--- src/rtl/i2c_regmaster.sv ---
module i2c_regmaster #(
  parameter int PRE_LO = 16,
  parameter int PRE_HI = 512
)(
  input  logic       clk,
  input  logic       rst_n,
  input  logic [1:0] reg_sel,
  input  logic       reg_wr,
  input  logic [7:0] reg_wdata,
  output logic [7:0] reg_rdata,
  output logic       irq,
  input  logic       scl_in,
  input  logic       sda_in,
  output logic       scl_lo,
  output logic       sda_lo
);
  localparam int QLO  = PRE_LO / 4;
  localparam int QHI  = PRE_HI / 4;
  localparam int QMAX = QHI * 16;
  localparam int CW   = $clog2(QMAX + 1);

  typedef enum logic [2:0] {S_IDLE, S_START, S_BIT, S_HOLD, S_STOP, S_RST} st_t;
  st_t st;

  logic          ack_en, pre_hi, irq_en, pend;
  logic [3:0]    div;
  logic [1:0]    mode;
  logic          oe, arb, nack, busy;
  logic [7:0]    own, sh;
  logic          stop_req, rst_req, txb;
  logic [1:0]    q;
  logic [3:0]    bitn;
  logic [CW-1:0] cnt, qbase, qlen;
  logic [1:0]    scl_sy, sda_sy;
  logic          scl_d, sda_d;
  logic          scl_s, sda_s, running, tick, go;

  assign scl_s   = scl_sy[1];
  assign sda_s   = sda_sy[1];
  assign qbase   = pre_hi ? CW'(QHI) : CW'(QLO);
  assign qlen    = qbase * ({{(CW-4){1'b0}}, div} + CW'(1));
  assign running = (st != S_IDLE) && (st != S_HOLD);
  assign tick    = running && (cnt == qlen - CW'(1));
  assign go      = reg_wr && reg_sel == 2'd1 && reg_wdata[7] && reg_wdata[5]
                   && reg_wdata[4] && st == S_IDLE;
  assign irq     = pend & irq_en;

  always_comb
    case (reg_sel)
      2'd0:    reg_rdata = {ack_en, pre_hi, irq_en, pend, div};
      2'd1:    reg_rdata = {mode, busy, oe, arb, 2'b00, nack};
      2'd2:    reg_rdata = own;
      default: reg_rdata = sh;
    endcase

  always_ff @(posedge clk or negedge rst_n)
    if (!rst_n) begin
      scl_sy <= 2'b11; sda_sy <= 2'b11;
      scl_d  <= 1'b1;  sda_d  <= 1'b1;
      busy   <= 1'b0;
    end else begin
      scl_sy <= {scl_sy[0], scl_in};
      sda_sy <= {sda_sy[0], sda_in};
      scl_d  <= scl_s;
      sda_d  <= sda_s;
      if (scl_s && scl_d && sda_d && !sda_s)      busy <= 1'b1;
      else if (scl_s && scl_d && !sda_d && sda_s) busy <= 1'b0;
    end

  always_ff @(posedge clk or negedge rst_n)
    if (!rst_n)                cnt <= '0;
    else if (!running || tick) cnt <= '0;
    else                       cnt <= cnt + CW'(1);

  always_ff @(posedge clk or negedge rst_n)
    if (!rst_n) begin
      st <= S_IDLE;
      {ack_en, pre_hi, irq_en, pend} <= 4'b0;
      div <= '0; mode <= '0; oe <= 1'b0; arb <= 1'b0; nack <= 1'b0;
      own <= '0; sh <= '0;
      stop_req <= 1'b0; rst_req <= 1'b0; txb <= 1'b0;
      q <= '0; bitn <= '0;
      scl_lo <= 1'b0; sda_lo <= 1'b0;
    end else begin
      if (reg_wr)
        case (reg_sel)
          2'd0: begin
            ack_en <= reg_wdata[7];
            pre_hi <= reg_wdata[6];
            irq_en <= reg_wdata[5];
            div    <= reg_wdata[3:0];
            if (!reg_wdata[4]) pend <= 1'b0;
          end
          2'd1: begin
            mode <= reg_wdata[7:6];
            oe   <= reg_wdata[4];
            if (st == S_HOLD) begin
              stop_req <= !reg_wdata[5];
              rst_req  <= reg_wdata[5] && reg_wdata[7];
            end
          end
          2'd2: own <= reg_wdata;
          default: if (st == S_IDLE || st == S_HOLD) sh <= reg_wdata;
        endcase

      case (st)
        S_IDLE:
          if (go) begin
            st <= S_START; q <= '0; arb <= 1'b0;
          end
        S_START:
          if (tick) begin
            if (q == 2'd0) begin
              sda_lo <= 1'b1; q <= 2'd1;
            end else begin
              scl_lo <= 1'b1; st <= S_BIT; q <= '0; bitn <= '0; txb <= 1'b1;
            end
          end
        S_BIT:
          if (tick) begin
            q <= q + 2'd1;
            case (q)
              2'd0: sda_lo <= (bitn == 4'd8) ? (!txb && ack_en) : (txb && !sh[7]);
              2'd1: scl_lo <= 1'b0;
              2'd2:
                if (bitn == 4'd8) begin
                  if (txb) nack <= sda_s;
                end else if (txb && sh[7] && !sda_s) begin
                  arb <= 1'b1; pend <= 1'b1;
                  scl_lo <= 1'b0; sda_lo <= 1'b0; st <= S_IDLE;
                end else
                  sh <= {sh[6:0], sda_s};
              default: begin
                scl_lo <= 1'b1;
                if (bitn == 4'd8) begin
                  sda_lo <= 1'b0; pend <= 1'b1; st <= S_HOLD;
                end else
                  bitn <= bitn + 4'd1;
              end
            endcase
          end
        S_HOLD:
          if (!pend) begin
            q <= '0; stop_req <= 1'b0; rst_req <= 1'b0;
            if (stop_req)     st <= S_STOP;
            else if (rst_req) st <= S_RST;
            else begin
              st <= S_BIT; bitn <= '0; txb <= (mode == 2'b11);
            end
          end
        S_STOP:
          if (tick) begin
            q <= q + 2'd1;
            case (q)
              2'd0:    sda_lo <= 1'b1;
              2'd1:    scl_lo <= 1'b0;
              2'd2:    sda_lo <= 1'b0;
              default: st <= S_IDLE;
            endcase
          end
        S_RST:
          if (tick) begin
            q <= q + 2'd1;
            case (q)
              2'd0: sda_lo <= 1'b0;
              2'd1: scl_lo <= 1'b0;
              2'd2: sda_lo <= 1'b1;
              default: begin
                scl_lo <= 1'b1; st <= S_BIT; bitn <= '0; txb <= 1'b1;
              end
            endcase
          end
        default: st <= S_IDLE;
      endcase
    end
endmodule


--- config.mk ---
export PLATFORM = sky130hd
export DESIGN_NAME = i2c_regmaster
export DESIGN_NICKNAME = d
export VERILOG_FILES = /design/src/rtl/i2c_regmaster.sv
export SDC_FILE = /design/constraint.sdc
export NUM_CORES = 1
export LEC_CHECK = 0
export ABC_AREA = 1
export BUFFER_PORTS_ARGS = -buffer_cell sky130_fd_sc_hd__buf_2
export CAP_MARGIN = 20
export CORE_MARGIN = 2
export CORE_UTILIZATION = 61
export CTS_BUF_LIST = sky130_fd_sc_hd__clkbuf_4 sky130_fd_sc_hd__clkbuf_8
export DETAILED_ROUTE_END_ITERATION = 10
export PLACE_DENSITY = 0.82
export SYNTH_ARGS = -nofsm -noshare
export SYNTH_HDL_FRONTEND = slang
export SYNTH_SLANG_ARGS = --single-unit
--- constraint.sdc ---
create_clock -name clk -period 3.85 [get_ports clk]
set_input_delay 0.9625 -clock clk [delete_from_list [all_inputs] [get_ports clk]]
set_output_delay 0.9625 -clock clk [all_outputs]
set_load 0.005 [all_outputs]
==> impl_results.md, run 1 <==
- Final worst-path cycle share: 88.9%
- # port buffers: 25
- TritonCTS Buffers: 9
- Crit path max-delay family: simple AND/OR/NAND/NOR gates
- Hold WS: 361 ps
- WP data required: 4080 ps
- Antenna Nets Post-Route: 0
- First-pass GRT wire length: 16.5 mm
- Yosys warnings: 0
- Fmax: 292 MHz
- Setup crit end kind: flop
- Maximum fanout along the worst path: 7
- Startpoint class of the critical path: flop
- Final Max Tran Viols: 0
- Maxcap violations: 0
- RSZ-0062 raised after global routing: false
- LEAKAGE: 2.39 nW
- Grt ovf: 0
- First DRT Iteration DRCs: 274
- Hold-fix buffers, CTS: 0
- Vias: 3772
- Synth cell types: 50
- CTS tree: done
- Commonest non-fill, non-tap cell in the layout: nand2_1
- Crit-path max cell delay: 470 ps
- Yosys top cell area share: 33.4%
- DRC Markers: 0
- Status: finished, final reports clean
- Final Hold Fails: 0
- Pre-CTS setup slack: 483 ps
- Part of the power in registers: 31.9%
- Clock Path Buffers: 2
- Worst-Margin Slew: 816 ps
- Die W: 86.9 um
- Logic gate share of total power: 48.2%
- Initial antenna violation count: 0
- Area of the multi-input gates: 2270 um^2
- DP Wirelength: 7.09 mm
- Sequential fraction of the synthesis area: 37.2%
- Peak VDD IR: 331 uV
- CTS root buf: clkbuf_8
- CTS resizes: 0
- Post-Syn Area per Cell: 7.50 um^2
- Post-CTS setup buffers: 0
- Hold Crit Class: flop to flop
- Synth area leader: dfrtp_1
- Post-synthesis sequential element count: 62
- Slew HR: 45.6%
- Layout cell share with drive strength beyond 1: 15.5%
- Via/cell ratio: 5.60
- Clock Power Share: 19.9%
- FF+latch area: 1560 um^2
- Layout Nets: 627
- Routability cong.: 0.935
- Slowest CP cell: dfrtp_1
- Clock Pin Slew Worst Setup and Hold Paths: 80 ps
- Die outline area: 7550 um^2
- H-tree depth: 3
- # IOs: 26
- Synthesized instance count: 559
- Final Critical Period: 3420 ps
- Commonest cells after routing, fill and taps aside: nand2_1 (165), inv_1 (72), dfrtp_1 (56), nor2_1 (42), o21ai_0 (33)
- Overall global routing resource usage: 27.7%
- Finish-stage setup viols: 0
- DRT Pass-1 Iters: 5
- Clock skew: 6.89 ps
- Largest net degree at the start of global routing: 35
- CTS Sinks: 62
- FP Rows: 30
- Synthesized area: 4190 um^2
- Routed WL per cell: 14.2 um
- Switching Power: 0.00140 W
- Worst Setup Path Type: flop to flop
- Pint: 0.00161 W
- Power Density: 658 nW/um^2
- Routed wire length: 9.59 mm
- ANT cells: 0
- Data arrival, critical path: 3650 ps
- Vias in the first global route: 3587
- Crit-path cells: ha_1, xnor2_1, nor2_1, inv_1, ha_1, ha_1, inv_1, fa_1, nand2_1, inv_1, nor2_1, nand2_1, nor2_2, nand4_1, nor2_2, nand2_4, nand2_4, nand2_2, nand2_1, o21ai_1
- Post-route setup TNS: 0 ps
- Area growth from synthesis to layout: 9.32%
- Filler instances: 549
- Clk_lat worst skew: 350 ps
- Die Y: 86.9 um
- Setup WS post-layout: 426 ps
- CORE AREA: 6720 um^2
- Starting Density: 62.4%
- Worst Path Buf+Inv: 3
- Synth area leaders: dfrtp_1 (33%), nand2_1 (15%), ha_1 (6.6%)
- Switching portion of total power: 46.4%
- Syn nets: 597
- Final design utilization: 68.2%
[cells by family after synthesis]
| group | count (synthesis) | synth area share, % |
|---|---|---|
| compound gates | 77 | 11.4 |
| fa+ha+maj | 23 | 7.05 |
| flops | 62 | 37.2 |
| xor+xnor | 12 | 2.51 |
| simple gates | 296 | 33.2 |
| buf+inv | 89 | 8.66 |
[layer usage]
layer / GRT usage [%] / share of wire [%]
met1: 37.4 / 45
met2: 45.8 / 48
met3: 4.17 / 5.1
met4: 9.38 / 1.5
met5: 0 / 0
[worst paths after layout]
path | from | to | slack, ps | cells after the start
worst max-delay path | div[0]$_DFFE_PN0P_ | st[1]$_DFFE_PN0P_ | 430 | 20
worst min-delay path | sda_sy[0]$_DFF_PN1_ | sda_sy[1]$_DFF_PN1_ | 360 | 0
worst max register to register | div[0]$_DFFE_PN0P_ | st[1]$_DFFE_PN0P_ | 430 | 20
worst min register to register | sda_sy[0]$_DFF_PN1_ | sda_sy[1]$_DFF_PN1_ | 360 | 0
max in group asynchronous | rst_n | scl_d$_DFF_PN1_ | 2360 | 2
min in group asynchronous | rst_n | cnt[4]$_DFF_PN0_ | 710 | 1
[cell type report]
| class | instances | area share [%] |
|---|---|---|
| Clock buffer | 9 | 2.70 |
| Clock inverter | 7 | 1.78 |
| Inverter | 81 | 6.72 |
| Multi-Input combinational cell | 408 | 49.5 |
| Sequential cell | 62 | 34.0 |
| Tap cell | 80 | 2.19 |
| Timing Repair Buffer | 27 | 3.06 |
[worst reg2reg max path: cells and delay by family, from the launching register on]
family | cells | cell delay (ps)
XOR/XNOR | 1 | 140
AND/OR/NAND/NOR | 11 | 1220
buffers and inverters | 3 | 190
adder cells (fa/ha/maj) | 4 | 1200
AO/OA/AOI/OAI | 1 | 70
flip-flops | 1 | 470
[power by group through the flow]
stage               registers (W)  logic (W)  clock network (W)
floorplan                0.000914    0.00118                  0
global placement         0.000965    0.00138                  0
detailed placement       0.000969    0.00143                  0
CTS                      0.000958    0.00144           0.000609
global route             0.000980    0.00165           0.000640
finish                   0.000960    0.00145           0.000601
[sequential cells by signal, summed over array words and instances, names as in the netlist, 2 cells and up]
| signal | flops |
|---|---|
| cnt | 12 |
| div | 4 |
| bitn | 4 |
| sh | 8 |
| q | 2 |
| sda_sy | 2 |
| mode | 2 |
| scl_sy | 2 |
| st | 3 |
| own | 8 |
[synth_stat cells (all sizes together)]
cell type / number
o21bai: 1
clkinv: 3
o221ai: 1
nor3: 9
nor2: 53
o2111ai: 5
buf: 6
dfrtp: 56
o211ai: 2
xnor2: 4
inv: 78
nor4: 4
a22oi: 2
ha: 22
nor3b: 4
a211oi: 1
nand3: 33
a311oi: 1
o21a: 1
nand2: 180
clkbuf: 2
nand3b: 4
nand4: 8
a221oi: 3
fa: 1
and3: 1
dfstp: 6
o21ai: 43
xor2: 8
a211o: 1
o22ai: 3
a21oi: 13
[per-stage QoR]
| stage | power [W] | cell area (um^2) | instances |
|---|---|---|---|
| 2_1_floorplan | 0.00210 | 4190 | 559 |
| 3_3_place_gp | 0.00234 | 4380 | 658 |
| 3_5_place_dp | 0.00240 | 4380 | 658 |
| 4_1_cts | 0.00301 | 4580 | 674 |
| 5_1_grt | 0.00327 | 4580 | 674 |
| 6_report | 0.00301 | 4580 | 674 |
Power figures use the tool's default switching activity.
==> inputs of run 2 (changes only) <==
==> constraint.sdc (replaced) <==
create_clock -name clk -period 3.85 [get_ports clk]
set_input_delay 0.1925 -clock clk [delete_from_list [all_inputs] [get_ports clk]]
set_output_delay 0.1925 -clock clk [all_outputs]
set_load 0.005 [all_outputs]
==> impl_results.md, run 2 (synthesis gave the netlist of run 1 again) <==
- Finish-stage setup viols: 0 (unchanged)
- CTS Sinks: 62 (unchanged)
- Clock skew: 10.7 ps (was 6.89 ps)
- Overall global routing resource usage: 26.0% (was 27.7%)
- LEAKAGE: 2.42 nW (was 2.39 nW)
- Reg-to-reg startpoint: div[0]$_DFFE_PN0P_ (unchanged)
- WP data required: 4080 ps (about the same)
- Worst Setup Path Type: flop to flop (unchanged)
- Die Y: 86.9 um (unchanged)
- Layout cell share with drive strength beyond 1: 15.4% (was 15.5%)
- Clk_lat worst skew: 340 ps (was 350 ps)
- ANT cells: 0 (unchanged)
- Layout Nets: 630 (was 627)
- Power Density: 655 nW/um^2 (was 658 nW/um^2)
- Startpoint class of the critical path: flop (unchanged)
- Commonest cells after routing, fill and taps aside: nand2_1 (165), inv_1 (72), dfrtp_1 (56), nor2_1 (42), o21ai_0 (33) (unchanged)
- Status: finished, final reports clean (unchanged)
- Antenna Nets Post-Route: 0 (unchanged)
- Hold Crit Class: primary input to flop (was flop to flop)
- # port buffers: 25 (unchanged)
- First DRT Iteration DRCs: 243 (was 274)
- Register with the highest flop count: cnt (unchanged)
- Crit-path cells: ha_1, xnor2_1, nor2_1, inv_1, ha_1, ha_1, inv_1, fa_1, nand2_1, inv_1, nor2_1, nand2_1, nor2_2, nand3_1, nor2_1, nand3_1, nor2_8, nand2_4, nand2_1, nand2_1 (was ha_1, xnor2_1, nor2_1, inv_1, ha_1, ha_1, inv_1, fa_1, nand2_1, inv_1, nor2_1, nand2_1, nor2_2, nand4_1, nor2_2, nand2_4, nand2_4, nand2_2, nand2_1, o21ai_1)
- First-pass GRT wire length: 15.6 mm (was 16.5 mm)
- Setup WS post-layout: 560 ps (was 426 ps)
- Final worst-path cycle share: 85.5% (was 88.9%)
- Maximum fanout along the worst path: 8 (was 7)
- Crit-path max cell delay: 450 ps (was 470 ps)
- RSZ-0062 raised after global routing: false (unchanged)
- FP Rows: 30 (unchanged)
- Hold Path Stages: 2 (was 0)
- Commonest non-fill, non-tap cell in the layout: nand2_1 (unchanged)
- Worst reg-to-reg path cell count: 20 (unchanged)
- Slew HR: 65.0% (was 45.6%)
- Crit path max-delay family: simple AND/OR/NAND/NOR gates (unchanged)
- Design Area, Final: 4640 um^2 (was 4580 um^2)
- Final Hold Fails: 0 (unchanged)
- Finished Layout Cells: 677 (was 674)
- Filler instances: 530 (was 549)
- Worst Path Buf+Inv: 3 (unchanged)
- Clock Pin Slew Worst Setup and Hold Paths: 80 ps (about the same)
- CTS resizes: 0 (unchanged)
- Pre-CTS setup slack: 546 ps (was 483 ps)
- DRC Markers: 0 (unchanged)
- Setup crit end kind: flop (unchanged)
- CTS root buf: clkbuf_8 (unchanged)
- DP Area: 4370 um^2 (was 4380 um^2)
- Clock Path Buffers: 2 (unchanged)
- Data arrival, critical path: 3520 ps (was 3650 ps)
- Routability cong.: 0.920 (was 0.935)
- Grt ovf: 0 (unchanged)
- Reg2reg end: sh[3]$_DFF_PN0_ (was st[1]$_DFFE_PN0P_)
- Vias: 3733 (was 3772)
- Starting Density: 62.4% (unchanged)
- # IOs: 26 (unchanged)
- Hold path startpoint: reg_wdata[5] (was sda_sy[0]$_DFF_PN1_)
- Vias in the first global route: 3460 (was 3587)
- Max FFs per register: 12 (unchanged)
- DRT Pass-1 Iters: 5 (unchanged)
- Setup slack, reg-to-reg: 560 ps (was 430 ps)
- Peak VDD IR: 418 uV (was 331 uV)
- Largest regs: cnt x12, own x8, sh x8 (unchanged)
- Routed wire length: 9.24 mm (was 9.59 mm)
- Post-route setup TNS: 0 ps (unchanged)
- Worst path most repeated cell: nand2_1
- Hold EP: stop_req$_DFF_PN0_ (was sda_sy[1]$_DFF_PN1_)
- Routed WL per cell: 13.6 um (was 14.2 um)
- DP Wirelength: 6.91 mm (was 7.09 mm)
- Die W: 86.9 um (unchanged)
- Area growth from synthesis to layout: 10.7% (was 9.32%)
- Via/cell ratio: 5.51 (was 5.60)
- CORE AREA: 6720 um^2 (unchanged)
- Largest net degree at the start of global routing: 49 (was 35)
- CTS tree: done (unchanged)
- Final Critical Period: 3290 ps (was 3420 ps)
- Maxcap violations: 0 (unchanged)
- Worst-Margin Slew: 522 ps (was 816 ps)
- Final Max Tran Viols: 0 (unchanged)
- Die outline area: 7550 um^2 (unchanged)
- TritonCTS Buffers: 9 (unchanged)
- H-tree depth: 3 (unchanged)
- Initial antenna violation count: 0 (unchanged)
- Dpl cells: 657 (was 658)
- Fmax: 304 MHz (was 292 MHz)
- Slowest CP cell: dfrtp_1 (unchanged)
## run 2: cell types whose count changed in the layout (fill, tap and decap cells not counted)
cell           previous run  this run
buf_4                     2         1
buf_12                    0         1
dlygate4sd3_1             0         3
clkinv_2                  1         3
clkinv_4                  3         1
clkinvlp_4                1         0
bufinv_16                 1         2
## run 2: timing repair
item | 4_1_cts | 5_1_grt
hold endpoints to repair | 2 | 13
hold buffers | 2 | 1
buffers inserted | 0 | 0
## run 2: layout make-up
class / instances / area, um^2 / area share, %
Tap cell: 80 / 100 / 2.16
Inverter: 81 / 308 / 6.64
Clock inverter: 7 / 96.3 / 2.08
Clock buffer: 9 / 124 / 2.67
Multi-Input combinational cell: 408 / 2270 / 48.9
Timing Repair Buffer: 30 / 183 / 3.94
Sequential cell: 62 / 1560 / 33.6
## run 2: per-layer routing
metal,global-route usage (%),part of all wire (%),up-vias
met1,35.7,46,1710
met2,42.7,47,129
li1,-,-,1878
met4,6.25,1.5,0
met5,0,0,-
met3,5.02,5.2,16
## run 2: worst max path at each step
stage	cells past startpoint	slack, ps	end	from
after global routing	20	290	sh[4]$_DFF_PN0_	div[0]$_DFFE_PN0P_
after detailed placement	20	550	sh[1]$_DFF_PN0_	div[0]$_DFFE_PN0P_
after floorplan	20	820	bitn[2]$_DFFE_PN0P_	div[0]$_DFFE_PN0P_
after global placement	20	650	bitn[2]$_DFFE_PN0P_	div[0]$_DFFE_PN0P_
after CTS	20	540	sh[1]$_DFF_PN0_	div[0]$_DFFE_PN0P_
final	20	560	sh[3]$_DFF_PN0_	div[0]$_DFFE_PN0P_
## run 2: per-stage QoR
step	utilization [%]	power (W)	hold WS [ps]
floorplan	-	0.00210	-103
global placement	65.0	0.00233	299
detailed placement	65.0	0.00238	305
CTS	68.6	0.00303	32.1
global route	69.0	0.00328	37.9
finish	69.0	0.00304	42.5
## run 2: power breakdown
part | total, W | switching (W) | leakage, nW | internal (W)
registers | 0.000960 | 0.000155 | 0.784 | 0.000805
clock network | 0.000644 | 0.000276 | 0.114 | 0.000368
logic | 0.00143 | 0.000925 | 1.52 | 0.000507
## run 2: worst register-to-register path: cells and delay by family, from the launching register on
family / cells / cell delay [ps]
and+or+nand+nor: 12 / 1260
xor gates and xnor gates: 1 / 140
DFF: 1 / 450
buffers and inverters: 3 / 170
adders and majority gates: 4 / 1160
==> inputs of run 3 (changes only) <==
CELL_PAD_IN_SITES_DETAIL_PLACEMENT = 1   (was not set)
CELL_PAD_IN_SITES_GLOBAL_PLACEMENT = 2   (was not set)
CORE_UTILIZATION = 37   (was 61)
PLACE_DENSITY = 0.84   (was 0.82)
==> impl_results.md, run 3 (synthesis gave the netlist of run 1 again) <==
- Status: finished, final reports clean (unchanged)
- Final Critical Period: 3470 ps (was 3290 ps)
- Power Density: 644 nW/um^2 (was 655 nW/um^2)
- Register with the highest flop count: cnt (unchanged)
- Worst-Margin Slew: 572 ps (was 522 ps)
- Commonest cells after routing, fill and taps aside: nand2_1 (165), inv_1 (72), dfrtp_1 (56), nor2_1 (42), o21ai_0 (33) (unchanged)
- Die W: 110 um (was 86.9 um)
- Routed wire length: 11.1 mm (was 9.24 mm)
- Hold Path Stages: 2 (unchanged)
- Largest net degree at the start of global routing: 39 (was 49)
- Slew HR: 61.9% (was 65.0%)
- DRT Pass-1 Iters: 4 (was 5)
- Die outline area: 12200 um^2 (was 7550 um^2)
- Vias in the first global route: 3957 (was 3460)
- DRC Markers: 0 (unchanged)
- Finish-stage setup viols: 0 (unchanged)
- RSZ-0062 raised after global routing: false (unchanged)
- Overall global routing resource usage: 19.3% (was 26.0%)
- CTS resizes: 0 (unchanged)
- Clock Pin Slew Worst Setup and Hold Paths: 70 ps (was 80 ps)
- CTS Sinks: 62 (unchanged)
- DP Wirelength: 8.64 mm (was 6.91 mm)
- Reg2reg end: bitn[3]$_DFFE_PN0P_ (was sh[3]$_DFF_PN0_)
- Grt ovf: 0 (unchanged)
- Final Max Tran Viols: 0 (unchanged)
- Reg-to-reg startpoint: div[0]$_DFFE_PN0P_ (unchanged)
- Routability cong.: 0.828 (was 0.920)
- TritonCTS Buffers: 9 (unchanged)
- Antenna Nets Post-Route: 0 (unchanged)
- CTS tree: done (unchanged)
- Max FFs per register: 12 (unchanged)
- Via/cell ratio: 5.06 (was 5.51)
- CTS root buf: clkbuf_8 (unchanged)
- H-tree depth: 3 (unchanged)
- Final worst-path cycle share: 90.2% (was 85.5%)
- Commonest non-fill, non-tap cell in the layout: nand2_1 (unchanged)
- Initial antenna violation count: 0 (unchanged)
- First-pass GRT wire length: 19.2 mm (was 15.6 mm)
- Starting Density: 38.3% (was 62.4%)
- Die Y: 110 um (was 86.9 um)
- LEAKAGE: 2.39 nW (was 2.42 nW)
- # port buffers: 25 (unchanged)
- Maximum fanout along the worst path: 7 (was 8)
- ANT cells: 0 (unchanged)
- Setup crit end kind: flop (unchanged)
- Setup slack, reg-to-reg: 380 ps (was 560 ps)
- Worst Setup Path Type: flop to flop (unchanged)
- # IOs: 26 (unchanged)
- Pre-CTS setup slack: 394 ps (was 546 ps)
- Maxcap violations: 0 (unchanged)
- Peak VDD IR: 348 uV (was 418 uV)
- Filler instances: 1425 (was 530)
- Fmax: 288 MHz (was 304 MHz)
- Hold EP: stop_req$_DFF_PN0_ (unchanged)
- Hold path startpoint: reg_wdata[5] (unchanged)
- Routed WL per cell: 15.2 um (was 13.6 um)
- Layout cell share with drive strength beyond 1: 15.0% (was 15.4%)
- Clock skew: 10.7 ps (about the same)
- Area growth from synthesis to layout: 11.0% (was 10.7%)
- Clk_lat worst skew: 350 ps (was 340 ps)
- WP data required: 4090 ps (was 4080 ps)
- Final Hold Fails: 0 (unchanged)
- First DRT Iteration DRCs: 124 (was 243)
- Vias: 3711 (was 3733)
- Post-route setup TNS: 0 ps (unchanged)
- FP Rows: 38 (was 30)
- Startpoint class of the critical path: flop (unchanged)
- Worst reg-to-reg path cell count: 20 (unchanged)
- Data arrival, critical path: 3710 ps (was 3520 ps)
- Layout Nets: 629 (was 630)
- CORE AREA: 10900 um^2 (was 6720 um^2)
- Hold Crit Class: primary input to flop (unchanged)
- Clock Path Buffers: 2 (unchanged)
- Setup WS post-layout: 379 ps (was 560 ps)
- Largest regs: cnt x12, own x8, sh x8 (unchanged)
## run 3: where the power goes
group          switching (W)  internal, W
logic               0.000966     0.000506
clock network       0.000266     0.000286
registers           0.000165     0.000806
total                0.00140      0.00160
## run 3: worst max path at each step
stage                                  start                   to  slack (ps)  depth (start not counted)
after floorplan           div[0]$_DFFE_PN0P_  bitn[2]$_DFFE_PN0P_         820                         20
after global placement    div[0]$_DFFE_PN0P_   sda_lo$_DFFE_PN0P_         580                         20
after detailed placement  div[0]$_DFFE_PN0P_  bitn[3]$_DFFE_PN0P_         390                         20
after CTS                 div[0]$_DFFE_PN0P_  bitn[3]$_DFFE_PN0P_         390                         20
after global routing      div[0]$_DFFE_PN0P_  bitn[3]$_DFFE_PN0P_          80                         20
final                     div[0]$_DFFE_PN0P_  bitn[3]$_DFFE_PN0P_         380                         20
## run 3: area by class of cell
class                   count  area, um^2  area share [%]
clock buffers              13         173            3.71
flip-flops and latches     62        1560            33.5
clock inverters             1        5.00           0.108
repair buffers             29         163            3.50
inverters                  81         308            6.62
well taps                 140         175            3.77
multi-input cells         408        2270            48.8
## run 3: timing repair
action / CTS / global route
buffers inserted: 0 / 0
endpoints found under the hold margin: 26 / 0
hold buffers: 3 / 0
## run 3: stage by stage
| step | hold slack (ps) | power (W) | instances | utilization, % | area (um^2) |
|---|---|---|---|---|---|
| 2_1_floorplan | -103 | 0.00210 | 559 | - | 4190 |
| 3_5_place_dp | 228 | 0.00246 | 717 | 40.6 | 4440 |
| 5_1_grt | 50.9 | 0.00329 | 734 | 42.5 | 4650 |
| 3_3_place_gp | 226 | 0.00240 | 717 | 40.6 | 4440 |
| 4_1_cts | 33.6 | 0.00303 | 734 | 42.5 | 4650 |
| 6_report | 40.9 | 0.00299 | 734 | 42.5 | 4650 |
## run 3: routing by layer
layer | vias up | global-route usage [%] | part of all wire, %
met4 | 0 | 5.92 | 1.2
met5 | - | 0 | 0
li1 | 1876 | - | -
met1 | 1796 | 25.1 | 49
met2 | 28 | 32.3 | 48
met3 | 11 | 3.73 | 2.1
## run 3: worst max-delay path: stages, from the launching register on
cell and delay (ps):
dfrtp_1 460, ha_1 260, xnor2_1 150, nor2_1 160, inv_1 70, ha_1 290, ha_1 230, inv_1 70
fa_1 420, nand2_1 80, inv_1 40, nor2_1 110, nand2_1 70, nor2_2 110, nand4_1 130, nor2_2 210
nand2_4 110, o21ai_2 130, nand2_2 120, nand2_1 90, nand2_1 50
